File: src/rtl/dlmac_pkg.sv
package dlmac_pkg;
  typedef enum logic {
    OP_MUL = 1'b0,
    OP_MAC = 1'b1
  } dlmac_op_e;
endpackage

File: src/rtl/dlmac_lane.sv
// One shared multiply-add element: product plus a selectable addend.
module dlmac_lane #(
  parameter int IN_W  = 16,
  parameter int ACC_W = 32
) (
  input  logic [IN_W-1:0]  mul_a,
  input  logic [IN_W-1:0]  mul_b,
  input  logic             add_en,
  input  logic [ACC_W-1:0] acc_in,
  output logic [ACC_W-1:0] sum_out
);
  logic [ACC_W-1:0] addend;
  logic [ACC_W-1:0] product;

  // Zeroing the addend turns the multiply-add element into a plain multiplier.
  always_comb begin
    addend  = add_en ? acc_in : '0;
    product = ACC_W'(mul_a) * ACC_W'(mul_b);
    sum_out = product + addend;
  end
endmodule

File: src/rtl/dlmac_ostage.sv
// Output register with valid/ready handshake on both sides.
module dlmac_ostage #(
  parameter int W = 64
) (
  input  logic         clk,
  input  logic         rst_n,
  input  logic         in_valid,
  output logic         in_ready,
  input  logic [W-1:0] in_data,
  output logic         out_valid,
  input  logic         out_ready,
  output logic [W-1:0] out_data
);
  logic fire;

  always_comb begin
    in_ready = !out_valid || out_ready;
    fire     = in_valid && in_ready;
  end

  always_ff @(posedge clk) begin
    if (!rst_n) begin
      out_valid <= 1'b0;
      out_data  <= '0;
    end else if (fire) begin
      out_valid <= 1'b1;
      out_data  <= in_data;
    end else if (out_ready) begin
      out_valid <= 1'b0;
    end
  end

  // a stalled result stays put
  a_r8_stall_hold: assert property (@(posedge clk) disable iff (!rst_n)
    (out_valid && !out_ready) |=> (out_valid && $stable(out_data)));

  // accepted input yields valid output on the next cycle
  a_r7_valid_follows: assert property (@(posedge clk) disable iff (!rst_n)
    (in_valid && in_ready) |=> out_valid);

  // no acceptance, no change in data
  a_r9_idle_hold: assert property (@(posedge clk) disable iff (!rst_n)
    !(in_valid && in_ready) |=> $stable(out_data));

  // a taken result with no new input clears valid
  a_r9_valid_drops: assert property (@(posedge clk) disable iff (!rst_n)
    (!in_valid && out_ready) |=> !out_valid);
endmodule

File: src/rtl/dual_lane_mac.sv
module dual_lane_mac #(
  parameter int LANES  = 2,
  parameter int LANE_W = 32,
  parameter int IN_W   = 16,
  localparam int DATA_W = LANES * LANE_W
) (
  input  logic              clk,
  input  logic              rst_n,
  input  logic              in_valid,
  output logic              in_ready,
  input  logic              in_op,
  input  logic [DATA_W-1:0] src_s,
  input  logic [DATA_W-1:0] src_t,
  input  logic [DATA_W-1:0] dst_in,
  output logic              out_valid,
  input  logic              out_ready,
  output logic [DATA_W-1:0] out_result
);
  import dlmac_pkg::*;

  dlmac_op_e        op_sel;
  logic             use_acc;
  logic [DATA_W-1:0] lane_sums;

  always_comb begin
    op_sel  = dlmac_op_e'(in_op);
    use_acc = (op_sel == OP_MAC);
  end

  for (genvar g = 0; g < LANES; g++) begin : g_lane
    dlmac_lane #(.IN_W(IN_W), .ACC_W(LANE_W)) u_lane (
      .mul_a  (src_s[g*LANE_W +: IN_W]),
      .mul_b  (src_t[g*LANE_W +: IN_W]),
      .add_en (use_acc),
      .acc_in (dst_in[g*LANE_W +: LANE_W]),
      .sum_out(lane_sums[g*LANE_W +: LANE_W])
    );

    // each lane's multiply lands in its own half, one cycle later
    a_r1_r2_lane_mul: assert property (@(posedge clk) disable iff (!rst_n)
      (in_valid && in_ready && !in_op) |=>
        (out_result[g*LANE_W +: LANE_W] ==
         LANE_W'($past(src_s[g*LANE_W +: IN_W])) * LANE_W'($past(src_t[g*LANE_W +: IN_W]))));

    // multiply-accumulate adds the destination half
    a_r4_lane_mac: assert property (@(posedge clk) disable iff (!rst_n)
      (in_valid && in_ready && in_op) |=>
        (out_result[g*LANE_W +: LANE_W] ==
         LANE_W'($past(src_s[g*LANE_W +: IN_W])) * LANE_W'($past(src_t[g*LANE_W +: IN_W]))
         + $past(dst_in[g*LANE_W +: LANE_W])));
  end

  dlmac_ostage #(.W(DATA_W)) u_ostage (
    .clk      (clk),
    .rst_n    (rst_n),
    .in_valid (in_valid),
    .in_ready (in_ready),
    .in_data  (lane_sums),
    .out_valid(out_valid),
    .out_ready(out_ready),
    .out_data (out_result)
  );
endmodule

File: config.mk
export PLATFORM = sky130hd
export DESIGN_NAME = dual_lane_mac
export DESIGN_NICKNAME = d
export VERILOG_FILES = /design/src/rtl/dlmac_pkg.sv /design/src/rtl/dlmac_lane.sv /design/src/rtl/dlmac_ostage.sv /design/src/rtl/dual_lane_mac.sv
export SDC_FILE = /design/constraint.sdc
export NUM_CORES = 1
export LEC_CHECK = 0
export ABC_AREA = 1
export BUFFER_PORTS_ARGS = -buffer_cell sky130_fd_sc_hd__buf_4
export CAP_MARGIN = 20
export CORE_AREA = 4 4 170 237
export CTS_CLUSTER_SIZE = 40
export DETAILED_ROUTE_END_ITERATION = 8
export DIE_AREA = 0 0 174 241
export HOLD_SLACK_MARGIN = 0.02
export PLACE_DENSITY = 0.91
export SLEW_MARGIN = 20
export SYNTH_ARGS = -nofsm -noshare
export SYNTH_HDL_FRONTEND = slang
export SYNTH_SLANG_ARGS = --single-unit
File: constraint.sdc
create_clock -name clk -period 7.1 [get_ports clk]
set_input_delay 1.065 -clock clk [delete_from_list [all_inputs] [get_ports clk]]
set_output_delay 1.065 -clock clk [all_outputs]
set_load 0.1 [all_outputs]
Word level (Yosys, flattened, before mapping)
Index checks and enable logic that the tools add are counted.
- register bits: 65
- logic and storage cells: 14
- add/subtract/negate cells: 2
- multipliers: 2
- muxes and demuxes: 4
- reduce and logical (&&, ||, !) cells: 4
- operators with widths (cell ; number):
    adder 32 bit ; 2
    multiplier 16 x 16 -> 32 bit ; 2
    2-to-1 mux 32 bit ; 2
    2-to-1 mux 1 bit ; 2
    nonzero test 2 bit ; 1
    logical AND 1 bit ; 1
    zero test 1 bit ; 1
    logical OR 1 bit ; 1

Depth between registers and ports, before layout
Gate-level depths: netlist (run 1).
- word-level depth: 4
- mapped depth: 29

Cells and area by module
A second synthesis (run 1) with hierarchy kept.
- cells, all modules: 3486
- area total of the unflattened synthesis: 24091.9 um^2
- by module, submodules not included (module ; times used ; cells each ; area each (um^2)):
    dlmac_lane (g_lane[0].u_lane) ; 1 ; 1531 ; 10628.9
    dlmac_lane (g_lane[1].u_lane) ; 1 ; 1531 ; 10530.1
    dlmac_ostage ; 1 ; 424 ; 2932.8

Least setup slack after synthesis (run 1)
OpenSTA, ideal clock, no wires.
- kind: input port to flip-flop
- start: input src_s[39]
- end: register u_ostage.out_data[60]
- arrival: 5.927 ns
- data required time: 6.991 ns
- setup slack: 1.064 ns
- stages on the path: 27
- buffers on the path: 2
- cells stage by stage: clkbuf_1 clkbuf_1 nand2_1 fa_1 inv_1 fa_1 inv_1 fa_1 inv_1 fa_1 fa_1 inv_1 fa_1 inv_1 ha_1 nand2_2 inv_1 nand2_1 nand2_1 nand2_1 nand2_1 a21oi_1 nand2_1 nand2_1 nand3_1 nand2_1 inv_1
- word-level cells in the longest chain between the ends: 2
- ends and longest elaborated chain (what ; line ; source):
    start: declaration ; dual_lane_mac.sv:12 ; input logic [DATA_W-1:0] src_s,
    multiplier 16 x 16 -> 32 bit ; dlmac_lane.sv:18 ; product = ACC_W'(mul_a) * ACC_W'(mul_b);
    adder 32 bit ; dlmac_lane.sv:19 ; sum_out = product + addend;
    end signal: assignment ; dlmac_ostage.sv:27 ; out_data <= in_data;
    end: declaration ; dlmac_ostage.sv:12 ; output logic [W-1:0] out_data
Every way passes these cells.
A chain may end at the register's enable or synchronous reset.

Final worst setup path (run 1)
- start: input src_s[7]
- end: register u_ostage.out_data[15]
The elaborated chain is that of the path after synthesis.

==> results.json, run 1 <==
{
  "synthTopCellsByArea": "fa_1 38%, inv_1 18%, nand2_1 16%",
  "reg2reg_depth": 7,
  "layout-drive-gt1-share_pct": 8.67,
  "clock.fmax_mhz": 163,
  "antenna_left": 0,
  "clk-insertion-delay-late_ns": 0.35,
  "synthFlopType": "dfxtp_1",
  "gp_congestion": 0.965,
  "worstReg2RegStart": "u_ostage.out_valid",
  "synth-edff-count": 0,
  "relSlewSlack_pct": 28.3,
  "clk_path_buf_depth": 2,
  "synth_top_area_share_pct": 37.9,
  "final_max_slew_viol_count": 0,
  "yosys_register_bits": 65,
  "cp-start-kind": "primary input",
  "fin_cells": 3984,
  "cp_common_cell": "inv_1",
  "cts.sinks": 65,
  "whs_ns": 0.495,
  "routed_wl_um": 63400,
  "ys_warn_count": 0,
  "period_needed_ns": 6.14,
  "yosysTopAreaCell": "fa_1",
  "io_buffer_count": 198,
  "post_cts_buffers": 0,
  "dp_cells": 3968,
  "seq_area_frac_synth_pct": 5.47,
  "num_vias": 20764,
  "grt.total_usage_pct": 30.8,
  "die-width_um": 174,
  "crit_path_max_incr_delay_ns": 0.54,
  "path_buf_inv": 10,
  "ys_types": 29,
  "syn_nets": 4289,
  "synth_cells": 3444,
  "setup_viol": 0,
  "wire_per_inst_um": 15.9,
  "synth.most_common_cell": "inv_1",
  "cts_buffers": 9,
  "grt_pass1_wl_um": 103000,
  "hold_class": "reg -> reg",
  "cts_root_buffer": "clkbuf_16",
  "cts_tree": "built",
  "dpl.hpwl_um": 52600,
  "clk_pin_slew_worst_paths_ns": 0.07,
  "via_per_inst": 5.21,
  "r2r-end": "u_ostage.out_data[15]",
  "fin_setup_tns_ns": 0,
  "arrival_ns": 6.44,
  "tightest_slew_ns": 1.08,
  "worstHoldStart": "u_ostage.out_data[2]",
  "start_util_pct": 62.1,
  "worst_slack_ns": 0.961,
  "syn-cell-area_mm2": 0.0238,
  "drc": 0,
  "cts.hold.buffers_added": 0,
  "nets": 4346,
  "end_kind": "flip-flop",
  "finClkSkew_ns": 0.00713,
  "drv_cap": 0,
  "grt_pass1_vias": 21610,
  "die_area_mm2": 0.0419,
  "dr.pass1.iters": 5,
  "synth.avg_cell_area_um2": 6.90,
  "cp_top_family": "adder cells",
  "ctsResizeCount": 0,
  "required_ns": 7.40,
  "finalHoldViolCount": 0,
  "antenna_found_initial": 0,
  "synth-async-reset-ratio_pct": 0,
  "crit_start": "src_s[7]",
  "dp_slack_ns": 0.713,
  "grt_overflow": 0,
  "crit_type": "in -> reg",
  "rsz0062_at_grt": "no",
  "min_to": "u_ostage.out_data[2]",
  "fillers": 3015,
  "status": "finished clean",
  "final.period_utilization_pct": 86.5,
  "worstHoldPathCells": 2,
  "drt_iter0_drc": 1340,
  "h-tree-depth": 3,
  "cp_max_fo": 16,
  "ys_top_cells_by_count": "1136 x inv_1, 985 x nand2_1, 450 x fa_1",
  "r2r_slack_ns": 4.41,
  "grt_max_degree": 101,
  "area_growth_pct": 7.62,
  "core_area_mm2": 0.0383,
  "pin_count": 263,
  "cpMaxStageDelayCell": "fa_1",
  "diodes": 0,
  "die_h_um": 241,
  "rows": 85
}
==> area by class of cell <==
class / instances / area [um2] / area share [%]
Timing Repair Buffer: 200 / 1500 / 5.87
Clock buffer: 9 / 225 / 0.880
Sequential cell: 65 / 1300 / 5.09
Tap cell: 478 / 598 / 2.34
Multi-Input combinational cell: 2077 / 17600 / 68.6
Clock inverter: 7 / 85.1 / 0.333
Inverter: 1148 / 4310 / 16.8
==> cells by family (layout without fill, tap and decap cells) <==
group                      Yosys count  count (layout)  share of synthesized area, %
AOI/OAI and AO/OA                   85              85                          1.98
buffers and inverters             1302            1364                          20.7
xor gates and xnor gates            23              23                         0.847
and+or+nand+nor                   1321            1321                          22.7
DFF                                 65              65                          5.47
adders and majority gates          648             648                          48.3
==> cells in the final DEF (no fill, tap or decap), types with 16 or more instances in the layout <==
cell type     n
o21ai_0      31
inv_1      1136
dfxtp_1      65
ha_1        198
nand3_2      16
nand2_2      32
a21oi_1      32
nand3_1      69
nor2_1      188
fa_1        450
buf_4       200
xor2_1       21
nand2_1     985
==> worst reg2reg max path, stage by stage (launching register included) <==
cell and delay (ns):
dfxtp_1 0.31, nand2_1 0.11, nand2_2 0.37, clkinv_2 0.21, buf_4 0.80, o21ai_0 0.59
nand2_1 0.15, inv_1 0.04
==> through the flow <==
| step | instance area, um2 | utilization (%) |
|---|---|---|
| CTS | 25600 | 66.8 |
| detailed placement | 25300 | 66.0 |
| global placement | 25300 | 66.0 |
| finish | 25600 | 66.8 |
| floorplan | 23800 | - |
| global route | 25600 | 66.8 |
==> worst max-delay path by stage <==
| stage | slack, ns | end | cells after the start |
|---|---|---|---|
| 2_1_floorplan | 1.06 | u_ostage.out_data[60] | 27 |
| 3_3_place_gp | 0.77 | u_ostage.out_data[15] | 25 |
| 3_5_place_dp | 0.71 | u_ostage.out_data[15] | 25 |
| 4_1_cts | 1.05 | u_ostage.out_data[15] | 25 |
| 5_1_grt | 0.73 | u_ostage.out_data[60] | 26 |
| 6_report | 0.96 | u_ostage.out_data[15] | 25 |
==> routing by layer <==
metal  GRT usage [%]  share of wire [%]
met1            32.5                 32
met2            57.5                 53
met3            4.84                7.7
met4            19.2                7.0
met5               0                  0
==> state kept, by name, summed over array words and instances, names as in the netlist <==
register	cells
u_ostage.out_data	64
u_ostage.out_valid	1
Power of run 1 is not shown: default switching activity piles up to over one toggle a cycle in this logic, so the estimate is an artifact.
==> run 2: changes to the inputs <==
--- a/config.mk
+++ b/config.mk
@@ -12,6 +12,7 @@
 export CTS_CLUSTER_SIZE = 40
 export DETAILED_ROUTE_END_ITERATION = 8
 export DIE_AREA = 0 0 174 241
+export GPL_ROUTABILITY_DRIVEN = 0
 export HOLD_SLACK_MARGIN = 0.02
 export PLACE_DENSITY = 0.91
 export SLEW_MARGIN = 20
==> constraint.sdc (replaced) <==
create_clock -name clk -period 5.74 [get_ports clk]
set_input_delay 0.861 -clock clk [delete_from_list [all_inputs] [get_ports clk]]
set_output_delay 0.861 -clock clk [all_outputs]
set_load 0.1 [all_outputs]
==> results.json, run 2 (same netlist as run 1, synthesis figures left out) <==
{
  "diodes": 0,
  "die_area_mm2": 0.0419,
  "io_buffer_count": 198,
  "grt.total_usage_pct": 33.4,
  "finalHoldViolCount": 0,
  "start_util_pct": 62.1,
  "cp_max_fo": 7,
  "max_flop_register": "u_ostage.out_data",
  "fin_cells": 4171,
  "drc": 0,
  "nets": 4533,
  "clk_pin_slew_worst_paths_ns": 0.06,
  "dr.pass1.iters": 8,
  "final.period_utilization_pct": 105,
  "dp_cells": 4152,
  "cts_root_buffer": "clkbuf_16",
  "final_common_cell": "inv_1",
  "cpMaxStageDelayCell": "fa_1",
  "die_h_um": 241,
  "clk-insertion-delay-late_ns": 0.34,
  "tightest_slew_ns": 0.871,
  "worstReg2RegStart": "u_ostage.out_valid",
  "path_buf_inv": 9,
  "end_kind": "flip-flop",
  "r2r-end": "u_ostage.out_data[52]",
  "r2r_slack_ns": 2.93,
  "period_needed_ns": 6.04,
  "crit_cells": 27,
  "wire_per_inst_um": 18.7,
  "finalCoreUtilization_pct": 72.0,
  "core_area_mm2": 0.0383,
  "cp_top_family": "adder cells",
  "clock.fmax_mhz": 166,
  "layout-drive-gt1-share_pct": 15.1,
  "rows": 85,
  "required_ns": 5.96,
  "antenna_found_initial": 0,
  "grt_overflow": 0,
  "clk_path_buf_depth": 2,
  "cp-start-kind": "primary input",
  "antenna_left": 0,
  "routed_wl_um": 77800,
  "setup_viol": 17,
  "fillers": 2487,
  "hold_class": "reg -> reg",
  "grt_max_degree": 65,
  "h-tree-depth": 3,
  "crit_start": "src_s[38]",
  "final_max_slew_viol_count": 0,
  "die-width_um": 174,
  "reg_top3": "u_ostage.out_data: 64 flops, u_ostage.out_valid: 1 flops",
  "crit_type": "in -> reg",
  "largest_reg_flops": 64,
  "cts_tree": "built",
  "worst_slack_ns": -0.298,
  "cts_buffers": 9,
  "grt_pass1_vias": 24010,
  "drv_cap": 0,
  "grt_pass1_wl_um": 112000,
  "relSlewSlack_pct": 41.9,
  "critPathCapture": "u_ostage.out_data[52]",
  "crit_path_max_incr_delay_ns": 0.69,
  "num_vias": 23301,
  "finClkSkew_ns": 0.00809,
  "status": "finished with violations",
  "drt_iter0_drc": 2798,
  "layout_common_cells": "1136 x inv_1, 974 x nand2_1, 444 x fa_1",
  "reg2reg_depth": 6,
  "area_growth_pct": 16.0,
  "dpl.hpwl_um": 58900,
  "arrival_ns": 6.26,
  "violations": "setup timing",
  "cts.sinks": 65,
  "pin_count": 263,
  "via_per_inst": 5.59
}
run 2: repair_timing:
item / 4_1_cts / 5_1_grt
hold endpoints to repair: 0 / 0
setup buffers: 0 / 3
hold buffers: 0 / 0
gates resized for setup: 0 / 101
setup endpoints to repair: 0 / 38
run 2: through the flow:
stage | worst slack (ns) | hold slack, ns | cell area, um2 | TNS [ns]
floorplan | -0.0179 | 0.921 | 23800 | -0.0179
global placement | -0.211 | 0.472 | 26800 | -4.83
detailed placement | -0.306 | 0.486 | 26800 | -8.42
CTS | 0.0257 | 0.498 | 27100 | 0
global route | -0.330 | 0.513 | 27600 | -4.91
finish | -0.298 | 0.497 | 27600 | -3.44
run 2: worst min-delay path by stage:
stage | start | endpoint | slack [ns] | depth (start not counted)
after CTS | u_ostage.out_data[33] | u_ostage.out_data[33] | 0.50 | 2
after global routing | u_ostage.out_data[33] | u_ostage.out_data[33] | 0.51 | 2
after floorplan | u_ostage.out_data[0] | u_ostage.out_data[0] | 0.92 | 2
after detailed placement | u_ostage.out_data[32] | u_ostage.out_data[32] | 0.49 | 2
final | u_ostage.out_data[33] | u_ostage.out_data[33] | 0.50 | 2
after global placement | u_ostage.out_data[0] | u_ostage.out_data[0] | 0.47 | 2
run 2: layout make-up:
type | instances | area [um2] | area share, %
Clock inverter | 7 | 83.8 | 0.304
Multi-Input combinational cell | 2077 | 18000 | 65.2
Inverter | 1148 | 4310 | 15.6
Tap cell | 478 | 598 | 2.17
Timing Repair Buffer | 387 | 3070 | 11.1
Clock buffer | 9 | 225 | 0.817
Sequential cell | 65 | 1300 | 4.72
run 2: worst min-delay path: stages (launching register included):
cell	delay (ns)
dfxtp_1	0.31
nor2_1	0.09
nor2_1	0.05
run 2: metal layers:
| metal | global-route usage (%) | part of all wire (%) | vias up |
|---|---|---|---|
| li1 | - | - | 9942 |
| met2 | 60.1 | 49 | 1856 |
| met1 | 34.7 | 30 | 10756 |
| met5 | 0 | 0 | - |
| met3 | 5.70 | 10 | 747 |
| met4 | 26.2 | 11 | 0 |
Power of run 2 is left out for the same reason.
